--- config.mk ---
export PLATFORM = sky130hd
export DESIGN_NAME = nbt_sram
export DESIGN_NICKNAME = d
export VERILOG_FILES = /design/src/rtl/nbt_sram_pkg.sv /design/src/rtl/nbt_cmd_decode.sv /design/src/rtl/nbt_lane_array.sv /design/src/rtl/nbt_data_pipe.sv /design/src/rtl/nbt_sram.sv
export SDC_FILE = /design/constraint.sdc
export NUM_CORES = 1
export LEC_CHECK = 0
export BUFFER_PORTS_ARGS = -buffer_cell sky130_fd_sc_hd__buf_2
export CORE_MARGIN = 3
export CORE_UTILIZATION = 35
export CTS_BUF_LIST = sky130_fd_sc_hd__clkbuf_2
export CTS_CLUSTER_SIZE = 30
export DETAILED_ROUTE_END_ITERATION = 16
export GPL_TIMING_DRIVEN = 0
export PLACE_DENSITY = 0.51
export SLEW_MARGIN = 40
export SYNTH_ARGS = -nofsm -noshare
export SYNTH_HDL_FRONTEND = slang
export SYNTH_SLANG_ARGS = --single-unit
--- constraint.sdc ---
create_clock -name clk -period 4.1 [get_ports clk]
set_clock_uncertainty 0.2 [all_clocks]
set_input_delay 0.82 -clock clk [delete_from_list [all_inputs] [get_ports clk]]
set_output_delay 0.82 -clock clk [all_outputs]
set_load 0.02 [all_outputs]
--- src/rtl/nbt_sram_pkg.sv ---
package nbt_sram_pkg;
  typedef enum logic [1:0] {
    ACC_NONE  = 2'd0,
    ACC_READ  = 2'd1,
    ACC_WRITE = 2'd2
  } acc_kind_e;

  typedef enum logic [1:0] {
    BST_IDLE  = 2'd0,
    BST_READ  = 2'd1,
    BST_WRITE = 2'd2
  } burst_e;
endpackage

--- src/rtl/nbt_cmd_decode.sv ---
module nbt_cmd_decode
  import nbt_sram_pkg::*;
#(
  parameter int ADDR_W = 6,
  parameter int LANES  = 2
) (
  input  logic              clk,
  input  logic              rst_n,
  input  logic              sleep_i,
  input  logic              cke_n_i,
  input  logic              adv_i,
  input  logic              we_n_i,
  input  logic [LANES-1:0]  be_n_i,
  input  logic              ce1_n_i,
  input  logic              ce2_i,
  input  logic              ce3_n_i,
  input  logic              oe_n_i,
  input  logic [ADDR_W-1:0] addr_i,
  output logic              step_en_o,
  output acc_kind_e         acc_kind_o,
  output logic [ADDR_W-1:0] acc_addr_o,
  output logic              acc_drive_o
);
  localparam int HI_W = ADDR_W - 2;

  burst_e          bst_q, bst_d;
  logic [HI_W-1:0] base_q, base_d;
  logic [1:0]      cnt_q, cnt_d;
  logic [1:0]      cnt_inc;
  logic            sel;
  logic            any_lane;

  assign sel       = !ce1_n_i && ce2_i && !ce3_n_i;
  assign any_lane  = ~&be_n_i;
  assign step_en_o = !cke_n_i && !sleep_i;
  assign cnt_inc   = cnt_q + 2'd1;

  always_comb begin
    bst_d       = bst_q;
    base_d      = base_q;
    cnt_d       = cnt_q;
    acc_kind_o  = ACC_NONE;
    acc_addr_o  = {base_q, cnt_inc};
    acc_drive_o = 1'b0;
    if (sleep_i) begin
      bst_d = BST_IDLE;
    end else if (step_en_o) begin
      if (!adv_i) begin
        base_d     = addr_i[ADDR_W-1:2];
        cnt_d      = addr_i[1:0];
        acc_addr_o = addr_i;
        if (sel && we_n_i) begin
          acc_kind_o  = ACC_READ;
          acc_drive_o = !oe_n_i;
          bst_d       = BST_READ;
        end else if (sel && any_lane) begin
          acc_kind_o = ACC_WRITE;
          bst_d      = BST_WRITE;
        end else begin
          bst_d = BST_IDLE;
        end
      end else if (bst_q != BST_IDLE) begin
        cnt_d = cnt_inc;
        if (bst_q == BST_READ) begin
          acc_kind_o  = ACC_READ;
          acc_drive_o = !oe_n_i;
        end else begin
          acc_kind_o = ACC_WRITE;
        end
      end
    end
  end

  always_ff @(posedge clk or negedge rst_n) begin
    if (!rst_n) begin
      bst_q  <= BST_IDLE;
      base_q <= '0;
      cnt_q  <= '0;
    end else begin
      bst_q  <= bst_d;
      base_q <= base_d;
      cnt_q  <= cnt_d;
    end
  end

  // each continue inside a live burst steps the low bits by one
  a_r6_count_step: assert property (@(posedge clk) disable iff (!rst_n)
    (step_en_o && adv_i && bst_q != BST_IDLE) |=> (cnt_q == 2'($past(cnt_q) + 2'd1)));

  // a continue from the deselected state stays deselected
  a_r8_desel_stays: assert property (@(posedge clk) disable iff (!rst_n)
    (step_en_o && adv_i && bst_q == BST_IDLE) |=> (bst_q == BST_IDLE));

  // a load without full chip select ends in the deselected state
  a_r3_unselected_load: assert property (@(posedge clk) disable iff (!rst_n)
    (step_en_o && !adv_i && !(!ce1_n_i && ce2_i && !ce3_n_i)) |=> (bst_q == BST_IDLE));
endmodule

--- src/rtl/nbt_lane_array.sv ---
module nbt_lane_array #(
  parameter int ADDR_W = 6,
  parameter int LANE_W = 9,
  parameter int LANES  = 2
) (
  input  logic                     clk,
  input  logic                     wr_en_i,
  input  logic [ADDR_W-1:0]        wr_addr_i,
  input  logic [LANES-1:0]         wr_lane_en_i,
  input  logic [LANES*LANE_W-1:0]  wr_data_i,
  input  logic [ADDR_W-1:0]        rd_addr_i,
  output logic [LANES*LANE_W-1:0]  rd_data_o
);
  localparam int DEPTH = 1 << ADDR_W;

  logic same_addr;
  assign same_addr = wr_en_i && (wr_addr_i == rd_addr_i);

  for (genvar l = 0; l < LANES; l++) begin : g_lane
    logic [LANE_W-1:0] mem [DEPTH];
    logic              lane_wr;

    assign lane_wr = wr_en_i && wr_lane_en_i[l];

    always_ff @(posedge clk) begin
      if (lane_wr) begin
        mem[wr_addr_i] <= wr_data_i[l*LANE_W +: LANE_W];
      end
    end

    // same-edge forwarding keeps a read behind a completing write coherent
    assign rd_data_o[l*LANE_W +: LANE_W] = (same_addr && wr_lane_en_i[l])
                                           ? wr_data_i[l*LANE_W +: LANE_W]
                                           : mem[rd_addr_i];
  end
endmodule

--- src/rtl/nbt_data_pipe.sv ---
module nbt_data_pipe
  import nbt_sram_pkg::*;
#(
  parameter int ADDR_W = 6,
  parameter int LANE_W = 9,
  parameter int LANES  = 2
) (
  input  logic                     clk,
  input  logic                     rst_n,
  input  logic                     sleep_i,
  input  logic                     step_en_i,
  input  acc_kind_e                acc_kind_i,
  input  logic [ADDR_W-1:0]        acc_addr_i,
  input  logic                     acc_drive_i,
  input  logic [LANES-1:0]         be_n_i,
  input  logic [LANES*LANE_W-1:0]  rd_word_i,
  output logic                     wr_en_o,
  output logic [ADDR_W-1:0]        wr_addr_o,
  output logic [LANES-1:0]         wr_lane_en_o,
  output logic [LANES*LANE_W-1:0]  dq_o,
  output logic                     dq_drv_o
);
  localparam int WORD_W = LANES * LANE_W;

  logic              drv_q, drv_d;
  logic [WORD_W-1:0] rd_q, rd_d;
  logic              pend_q, pend_d;
  logic [ADDR_W-1:0] pa_q, pa_d;

  always_comb begin
    drv_d  = drv_q;
    rd_d   = rd_q;
    pend_d = pend_q;
    pa_d   = pa_q;
    if (sleep_i) begin
      drv_d  = 1'b0;
      pend_d = 1'b0;
    end else if (step_en_i) begin
      drv_d  = (acc_kind_i == ACC_READ) && acc_drive_i;
      pend_d = (acc_kind_i == ACC_WRITE);
      if (acc_kind_i == ACC_READ)  rd_d = rd_word_i;
      if (acc_kind_i == ACC_WRITE) pa_d = acc_addr_i;
    end
  end

  always_ff @(posedge clk or negedge rst_n) begin
    if (!rst_n) begin
      drv_q  <= 1'b0;
      rd_q   <= '0;
      pend_q <= 1'b0;
      pa_q   <= '0;
    end else begin
      drv_q  <= drv_d;
      rd_q   <= rd_d;
      pend_q <= pend_d;
      pa_q   <= pa_d;
    end
  end

  assign wr_en_o      = step_en_i && pend_q;
  assign wr_addr_o    = pa_q;
  assign wr_lane_en_o = ~be_n_i;
  assign dq_o         = rd_q;
  assign dq_drv_o     = drv_q && !sleep_i;

  // the data period of a write is never driven
  a_r4_write_no_drive: assert property (@(posedge clk) disable iff (!rst_n)
    (step_en_i && acc_kind_i == ACC_WRITE) |=> (!drv_q && pend_q));

  // bus drive and a pending write never coexist
  a_r4_dir_exclusive: assert property (@(posedge clk) disable iff (!rst_n)
    !(drv_q && pend_q));

  // an ignored edge freezes the data pipeline
  a_r9_stall_hold: assert property (@(posedge clk) disable iff (!rst_n)
    (!step_en_i && !sleep_i) |=> ($stable(drv_q) && $stable(rd_q) && $stable(pend_q) && $stable(pa_q)));

  // a sleep edge drops drive and any pending write
  a_r10_sleep_clear: assert property (@(posedge clk) disable iff (!rst_n)
    sleep_i |=> (!drv_q && !pend_q));
endmodule

--- src/rtl/nbt_sram.sv ---
module nbt_sram
  import nbt_sram_pkg::*;
#(
  parameter int ADDR_W = 6,
  parameter int LANE_W = 9,
  parameter int LANES  = 2,
  localparam int WORD_W = LANES * LANE_W
) (
  input  logic              clk,
  input  logic              rst_n,
  input  logic              sleep,
  input  logic              cke_n,
  input  logic              adv,
  input  logic              we_n,
  input  logic [LANES-1:0]  be_n,
  input  logic              ce1_n,
  input  logic              ce2,
  input  logic              ce3_n,
  input  logic              oe_n,
  input  logic [ADDR_W-1:0] addr,
  input  logic [WORD_W-1:0] dq_i,
  output logic [WORD_W-1:0] dq_o,
  output logic              dq_drv
);
  logic              step_en;
  acc_kind_e         acc_kind;
  logic [ADDR_W-1:0] acc_addr;
  logic              acc_drive;
  logic [WORD_W-1:0] rd_word;
  logic              wr_en;
  logic [ADDR_W-1:0] wr_addr;
  logic [LANES-1:0]  wr_lane_en;

  nbt_cmd_decode #(.ADDR_W(ADDR_W), .LANES(LANES)) u_dec (
    .clk         (clk),
    .rst_n       (rst_n),
    .sleep_i     (sleep),
    .cke_n_i     (cke_n),
    .adv_i       (adv),
    .we_n_i      (we_n),
    .be_n_i      (be_n),
    .ce1_n_i     (ce1_n),
    .ce2_i       (ce2),
    .ce3_n_i     (ce3_n),
    .oe_n_i      (oe_n),
    .addr_i      (addr),
    .step_en_o   (step_en),
    .acc_kind_o  (acc_kind),
    .acc_addr_o  (acc_addr),
    .acc_drive_o (acc_drive)
  );

  nbt_lane_array #(.ADDR_W(ADDR_W), .LANE_W(LANE_W), .LANES(LANES)) u_arr (
    .clk          (clk),
    .wr_en_i      (wr_en),
    .wr_addr_i    (wr_addr),
    .wr_lane_en_i (wr_lane_en),
    .wr_data_i    (dq_i),
    .rd_addr_i    (acc_addr),
    .rd_data_o    (rd_word)
  );

  nbt_data_pipe #(.ADDR_W(ADDR_W), .LANE_W(LANE_W), .LANES(LANES)) u_pipe (
    .clk          (clk),
    .rst_n        (rst_n),
    .sleep_i      (sleep),
    .step_en_i    (step_en),
    .acc_kind_i   (acc_kind),
    .acc_addr_i   (acc_addr),
    .acc_drive_i  (acc_drive),
    .be_n_i       (be_n),
    .rd_word_i    (rd_word),
    .wr_en_o      (wr_en),
    .wr_addr_o    (wr_addr),
    .wr_lane_en_o (wr_lane_en),
    .dq_o         (dq_o),
    .dq_drv_o     (dq_drv)
  );
endmodule

==> results of run 1 <==
## flip-flops by register name, indices dropped and copies added, names as in the netlist
signal / count
u_pipe.wr_addr_o: 6
u_arr.g_lane.mem: 1152
u_dec.bst_q: 2
u_pipe.drv_q: 1
u_pipe.dq_o: 18
u_dec.base_q: 4
u_pipe.pend_q: 1
u_dec.cnt_q: 2
## synthesized netlist by cell type, types with 44 or more instances
| master | number |
|---|---|
| sky130_fd_sc_hd__edfxtp_1 | 1152 |
| sky130_fd_sc_hd__nand2_1 | 360 |
| sky130_fd_sc_hd__mux2i_1 | 193 |
| sky130_fd_sc_hd__nor2_1 | 147 |
| sky130_fd_sc_hd__a21oi_1 | 135 |
| sky130_fd_sc_hd__a211oi_1 | 132 |
| sky130_fd_sc_hd__clkbuf_1 | 116 |
| sky130_fd_sc_hd__and3_1 | 110 |
| sky130_fd_sc_hd__buf_2 | 75 |
| sky130_fd_sc_hd__o22ai_1 | 67 |
| sky130_fd_sc_hd__a32o_1 | 50 |
| sky130_fd_sc_hd__o21ai_0 | 49 |
| sky130_fd_sc_hd__mux2_2 | 44 |
## worst paths after layout
check / to / slack (ns)
worst max-delay path: u_pipe.dq_o[0] / -0.13
worst min-delay path: u_arr.g_lane[0].mem[18][6] / 0.10
worst max register to register: u_pipe.dq_o[0] / -0.05
worst min register to register: u_pipe.dq_o[6] / 0.40
max in group asynchronous: u_pipe.wr_addr_o[1] / 2.78
min in group asynchronous: u_pipe.drv_q / 0.58
## area by class of cell
type / instances / area, µm²
antenna: 4 / 10.0
buffer: 216 / 1020
clock buffer: 471 / 2360
clock inverter: 36 / 325
fill: 12514 / 79700
inverter: 7 / 26.3
multi-input combinational: 1700 / 11400
sequential: 1186 / 35400
tap: 1768 / 2210
timing repair buffer: 148 / 1380
## worst register-to-register path, stage by stage (launching register included)
cell	delay, ns
sky130_fd_sc_hd__dfrtp_1	0.48
sky130_fd_sc_hd__mux2i_4	0.62
sky130_fd_sc_hd__inv_2	0.35
sky130_fd_sc_hd__nor3_2	0.75
sky130_fd_sc_hd__clkbuf_1	0.49
sky130_fd_sc_hd__a32oi_1	0.25
sky130_fd_sc_hd__o2111a_1	0.25
sky130_fd_sc_hd__o211ai_1	0.47
sky130_fd_sc_hd__o211ai_1	0.19
## layer usage
metal / vias to the layer above / global-route usage / routed length, µm
met3: 244 / 0.0506 / 13500
li1: 13408 / - / -
met4: 2 / 0.0747 / 4480
met2: 1485 / 0.344 / 72800
met5: - / 0 / 7
met1: 15643 / 0.304 / 67600
## power by group through the flow
stage / registers, mW / clock network, mW / logic, mW
2_1_floorplan: 13.8 / 0 / 4.58
3_3_place_gp: 13.8 / 0 / 8.16
3_5_place_dp: 13.8 / 0 / 8.26
4_1_cts: 13.5 / 8.38 / 8.41
5_1_grt: 13.5 / 9.02 / 8.87
6_report: 13.5 / 8.19 / 8.51
## cells by family (layout without fill, tap and decap cells)
| logic type | Yosys count | in the layout | share of synthesized area |
|---|---|---|---|
| AOI/OAI and AO/OA | 710 | 710 | 0.107 |
| xor gates and xnor gates | 4 | 4 | 0.000738 |
| buffers and inverters | 225 | 878 | 0.0209 |
| DFF | 1186 | 1186 | 0.747 |
| muxes | 239 | 239 | 0.0521 |
| other | 0 | 4 | 0 |
| and+or+nand+nor | 747 | 747 | 0.0723 |
## through the flow
| stage | instance area, µm² | power [mW] | hold slack [ns] | worst slack [ns] |
|---|---|---|---|---|
| finish | 54200 | 30.2 | 0.104 | -0.129 |
| global route | 54200 | 31.4 | 0.00777 | 0.00684 |
| CTS | 54100 | 30.3 | 0.0433 | 0.0150 |
| detailed placement | 50600 | 22.0 | 0.297 | -1.56 |
| global placement | 49900 | 21.9 | 0.296 | -1.92 |
| floorplan | 47400 | 18.4 | 0.271 | 0.659 |
## timing repair
action	CTS	global route
endpoints found under the setup margin	12	18
hold endpoints to repair	1217	19
pin swaps	0	1
resized for setup	23	19
hold buffers	72	2
==> run summary, run 1 <==
=======================================================================================
Floorplan row count ......................................................          134
Post-route insts no fill .................................................         5536
Maximum achievable frequency .............................................    0.236 GHz
Setup repair after global routing missed its margin ......................           no
Yosys top cell area share ................................................        0.729
Dominant delay contributor by cell family on the critical path ........... buffers and inverters
Post-Route Utilization ...................................................        0.405
Internal power contribution ..............................................      19.3 mW
Final weighted congestion in routability-driven placement ................        0.971
Number of buffers inserted by port buffering .............................           53
Fraction of the yosys area taken by sequential cells .....................        0.747
Drt wl/cell ..............................................................      28.6 µm
Relative area change from synthesis to final layout ......................        14.3%
Number of synthesized flops with an enable pin ...........................         1152
Transition at the pin with the smallest max-transition slack .............      1.03 ns
Power per cell area ......................................................   557 nW/µm²
Switching power total ....................................................      10.9 mW
Clock-pin slew on the worst setup and hold paths .........................      0.10 ns
Final setup vio count ....................................................            8
# placed instances .......................................................         4951
Summed instance area of the synthesized netlist ..........................    47400 µm²
Min Tclk post-route ......................................................      4.23 ns
Mapped Nets ..............................................................         3147
Most Frequent Cell on Critical Path ...................................... sky130_fd_sc_hd__o211ai_1
Count of clock tree sinks ................................................         1186
Maximum net fanout on the critical path ..................................           10
Cells on Worst Hold Path .................................................            2
Main flop type after synthesis ........................................... sky130_fd_sc_hd__edfxtp_1
Area of the core .........................................................   134000 µm²
Portion of total power attributed to sequential cells ....................        0.447
First-pass iteration count of the detailed router ........................            5
Number of instances in the synthesized netlist ...........................         3111
Critical Path Source .....................................................        sleep
Critical-path cell list .................................................. dlygate4sd3_1 -> buf_2 -> or3_1 -> buf_4 -> mux2i_4 -> inv_2 -> nor3_2 -> clkbuf_1 -> a32oi_1 -> o2111a_1 -> o211ai_1 -> o211ai_1
Number of violations reported at the end of detailed-routing iteration 0 .         3280
Top cells by area, synth ................................................. sky130_fd_sc_hd__edfxtp_1 73%, sky130_fd_sc_hd__mux2i_1 4.1%, sky130_fd_sc_hd__nand2_1 2.8%
Total of flip-flops plus latches after synthesis .........................         1186
Part of the cycle the worst path needs ...................................         1.03
Slowest Stage Delay on Critical Path .....................................      0.75 ns
Initial cell density of the core .........................................        0.354
Overall routing resource usage ...........................................        0.220
CTS tree .................................................................          yes
Total number of vias .....................................................        30782
Die X-Extent .............................................................       374 µm
HP Start .................................................................      dq_i[6]
Final HPWL DP ............................................................    106000 µm
Path category of the worst min-delay check ...............................    in -> reg
Total wire length ........................................................    158000 µm
Final Net Count ..........................................................         3619
Slew Limit Headroom ......................................................        0.315
Post-route worst setup slack .............................................    -0.129 ns
Unique masters post-synth ................................................           69
Result of the run ........................................................ finished with violations
Global-route wire length before repair ...................................    221000 µm
Commonest cells after routing, fill and taps aside ....................... 1152 x sky130_fd_sc_hd__edfxtp_1, 500 x sky130_fd_sc_hd__clkbuf_2, 360 x sky130_fd_sc_hd__nand2_1
Area of the die ..........................................................   140000 µm²
Worst VDD drop ...........................................................     0.290 mV
Kind of critical path ....................................................    in -> reg
Setup TNS ................................................................    -0.460 ns
Clock network fraction of total power ....................................        0.271
Commonest non-fill, non-tap cell in the layout ........................... sky130_fd_sc_hd__edfxtp_1
Leakage power figure .....................................................      18.5 nW
Master of the slowest instance on the critical path ...................... sky130_fd_sc_hd__nor3_2
Sum of overflow across all layers after global routing ...................            0
Share of post-route cells with drive strength above 1 ....................        0.237
Worst path depth .........................................................           12
Worst setup EP type ......................................................    flip-flop
Fraction of power consumed by combinational cells ........................        0.282
Number of buffer and inverter stages on the critical path ................            5
Number of global-route vias before repair ................................        30409
Final routed DRC violation total .........................................            0
Final ANT Viol Nets ......................................................            0
Post-synth ARST share ....................................................       0.0287
Maximum number of pins on one net before global-route repair .............           66
Biggest area consumer among synthesized cells ............................ sky130_fd_sc_hd__edfxtp_1
Number of buffers inserted to repair setup after CTS .....................            0
Final count of hold timing violations ....................................            0
Violations in the final reports .......................................... setup timing
I/O pin cnt ..............................................................           55
R2R depth ................................................................            8
Sw Share .................................................................        0.360
Number of buffers added by the clock tree synthesis step .................          324
Final-report max-slew violation count ....................................            0
Max H-tree Level .........................................................            5
Number of buffers between clock root and the deepest sink ................            4
Vias/cell ................................................................         5.56
Y dimension of the die ...................................................       374 µm
Mean instance size in the synthesized netlist ............................     15.3 µm²
Worst-Skew Late Latency ..................................................      1.56 ns
Crit Reg-Reg Startpoint .................................................. u_dec.base_q[1]
Startpoint class of the critical path ....................................   input port
Total of max-cap violations ..............................................            0
Yosys synthesis warning count ............................................            0
Arrival time reported for the critical path endpoint .....................      5.47 ns
Number of antenna violations at the first check in global routing ........           13
Data required time of the critical path ..................................      5.34 ns
Clock Tree Root .......................................................... sky130_fd_sc_hd__clkbuf_2
=======================================================================================
Note: power is estimated with default switching activity, not from simulation.
==> inputs of run 2 (changes only) <==
--- a/config.mk
+++ b/config.mk
@@ -12,7 +12,7 @@
 export CTS_CLUSTER_SIZE = 30
 export DETAILED_ROUTE_END_ITERATION = 16
 export GPL_TIMING_DRIVEN = 0
-export PLACE_DENSITY = 0.51
+export PLACE_DENSITY = 0.61
 export SLEW_MARGIN = 40
 export SYNTH_ARGS = -nofsm -noshare
 export SYNTH_HDL_FRONTEND = slang
==> run 2 against run 1 <==
Effect of this change: setup slack improved by 0.14 ns; largest cell class unchanged; non-clock buffer count shrank 23; die area unchanged; the flow now finishes without violations; largest power group unchanged; global-route usage decreased by 1.2 points; highest routed layer is now met4; sequential cell count is the same.
==> run summary, run 2 (synthesis results as in run 1) <==
=======================================================================================
Layout fillers ...........................................................        12459
Floorplan row count ......................................................          134
Area of the die ..........................................................   140000 µm²
Commonest cells after routing, fill and taps aside ....................... 1152 x sky130_fd_sc_hd__edfxtp_1, 458 x sky130_fd_sc_hd__clkbuf_2, 360 x sky130_fd_sc_hd__nand2_1
I/O pin cnt ..............................................................           55
Arrival time reported for the critical path endpoint .....................      5.22 ns
Slowest Stage Delay on Critical Path .....................................      0.53 ns
Setup TNS ................................................................         0 ns
Maximum number of pins on one net before global-route repair .............           66
Maximum net fanout on the critical path ..................................           10
CTS tree .................................................................          yes
Power per cell area ......................................................   548 nW/µm²
Initial cell density of the core .........................................        0.354
Global-route wire length before repair ...................................    212000 µm
Setup repair after global routing missed its margin ......................           no
Worst setup EP type ......................................................    flip-flop
Part of the cycle the worst path needs ...................................        0.997
Final ANT Viol Nets ......................................................            0
Final-report max-slew violation count ....................................            0
Final HPWL DP ............................................................     99400 µm
Total number of vias .....................................................        31266
Clock-pin slew on the worst setup and hold paths .........................      0.13 ns
Total placed instance area ...............................................    50400 µm²
Final setup vio count ....................................................            0
Slew Limit Headroom ......................................................        0.335
Worst-Skew Late Latency ..................................................      1.53 ns
Number of violations reported at the end of detailed-routing iteration 0 .         3818
First-pass iteration count of the detailed router ........................            7
Area of the core .........................................................   134000 µm²
Number of buffers inserted to repair setup after CTS .....................            0
Y dimension of the die ...................................................       374 µm
Register ranked first by flip-flop count ................................. u_arr.g_lane.mem
Total Power ..............................................................      29.4 mW
Number of antenna violations at the first check in global routing ........            9
Kind of critical path ....................................................    in -> reg
Largest register FFs .....................................................         1152
Number of global-route vias before repair ................................        30884
Number of buffers between clock root and the deepest sink ................            4
Data required time of the critical path ..................................      5.23 ns
Sum of overflow across all layers after global routing ...................            0
Share of post-route cells with drive strength above 1 ....................        0.223
Final routed DRC violation total .........................................            0
Number of buffers inserted by port buffering .............................           53
Die X-Extent .............................................................       374 µm
Transition at the pin with the smallest max-transition slack .............     0.997 ns
Critical-path cell list .................................................. dlygate4sd3_1 -> buf_2 -> or3_1 -> buf_4 -> mux2i_1 -> buf_2 -> inv_2 -> nor3_2 -> clkbuf_1 -> o21ai_0 -> o2111a_1 -> o211ai_1 -> o211ai_1
Vias/cell ................................................................         5.67
Worst VDD drop ...........................................................     0.311 mV
Number of buffers added by the clock tree synthesis step .................          314
Total of max-cap violations ..............................................            0
Count of clock tree sinks ................................................         1186
Final weighted congestion in routability-driven placement ................        0.979
Path category of the worst min-delay check ...............................    in -> reg
Post-route cell area .....................................................    53700 µm²
Leakage power figure .....................................................      18.2 nW
Overall routing resource usage ...........................................        0.209
Final count of hold timing violations ....................................            0
Min Tclk post-route ......................................................      4.09 ns
Result of the run ........................................................ finished clean
Startpoint class of the critical path ....................................   input port
Total wire length ........................................................    149000 µm
Relative area change from synthesis to final layout ......................        13.2%
Final Net Count ..........................................................         3586
Global-route track usage on met3 .........................................       0.0564
Maximum achievable frequency .............................................    0.245 GHz
Most used routing layer in global routing ................................         met2
Clock Tree Root .......................................................... sky130_fd_sc_hd__clkbuf_2
Master of the slowest instance on the critical path ...................... sky130_fd_sc_hd__dlygate4sd3_1
Global-route track usage on met2 .........................................        0.318
Global-route track usage on met1 .........................................        0.279
Drt wl/cell ..............................................................      27.1 µm
Max H-tree Level .........................................................            5
Commonest non-fill, non-tap cell in the layout ........................... sky130_fd_sc_hd__edfxtp_1
=======================================================================================
-- run 2: worst paths after layout --
path                                 startpoint                    endpoint  slack [ns]  cells past startpoint
worst max-delay path                      sleep             u_pipe.dq_o[12]        0.01                     13
worst min-delay path                    dq_i[3]  u_arr.g_lane[0].mem[38][3]        0.18                      2
worst max register to register  u_dec.base_q[0]              u_pipe.dq_o[4]        0.08                      9
worst min register to register    u_pipe.pend_q               u_pipe.pend_q        0.40                      2
max in group asynchronous                 rst_n             u_dec.base_q[1]        2.66                      5
min in group asynchronous                 rst_n              u_pipe.dq_o[5]        0.70                      5
-- run 2: where the power goes --
part	internal (mW)	switching, mW	total (mW)
Sequential	13.4	0.156	13.5
Clock	2.86	4.75	7.62
Combinational	2.52	5.79	8.30
-- run 2: worst max-delay path, delay by kind of cell --
family	cells	cell delay, ns
compound gates	4	1.18
buf+inv	6	2.10
mux	1	0.21
simple gates	2	0.89
-- run 2: repair_timing --
item | CTS | global route
gates resized for setup | 28 | 10
pin swaps | 2 | 1
hold buffers | 56 | 2
endpoints found under the hold margin | 1217 | 20
setup endpoints to repair | 14 | 8
gates cloned | 0 | 0
-- run 2: layout make-up --
type                            instances  area (µm²)  area share
Antenna cell                            6        15.0    0.000280
Buffer                                217        1010      0.0189
Clock buffer                          431        2160      0.0402
Clock inverter                         75         322     0.00599
Inverter                                7        26.3    0.000489
Multi-Input combinational cell       1700       11400       0.213
Sequential cell                      1186       35400       0.660
Tap cell                             1768        2210      0.0412
Timing Repair Buffer                  124        1100      0.0204
-- run 2: per-layer routing --
metal,share of wire,up-vias
met3,0.11,314
met2,0.45,1976
met4,0.043,0
met1,0.40,15636
li1,-,13340
met5,0,-
-- run 2: per-stage QoR --
step | setup slack, ns | cells | util | hold WS (ns)
2_1_floorplan | 0.659 | 3111 | - | 0.271
3_3_place_gp | -1.58 | 4932 | 0.373 | 0.293
3_5_place_dp | -1.59 | 4938 | 0.376 | 0.329
4_1_cts | 0.0207 | 5500 | 0.399 | 0.0214
5_1_grt | 0.00857 | 5510 | 0.401 | 0.0834
6_report | 0.0115 | 5514 | 0.401 | 0.179
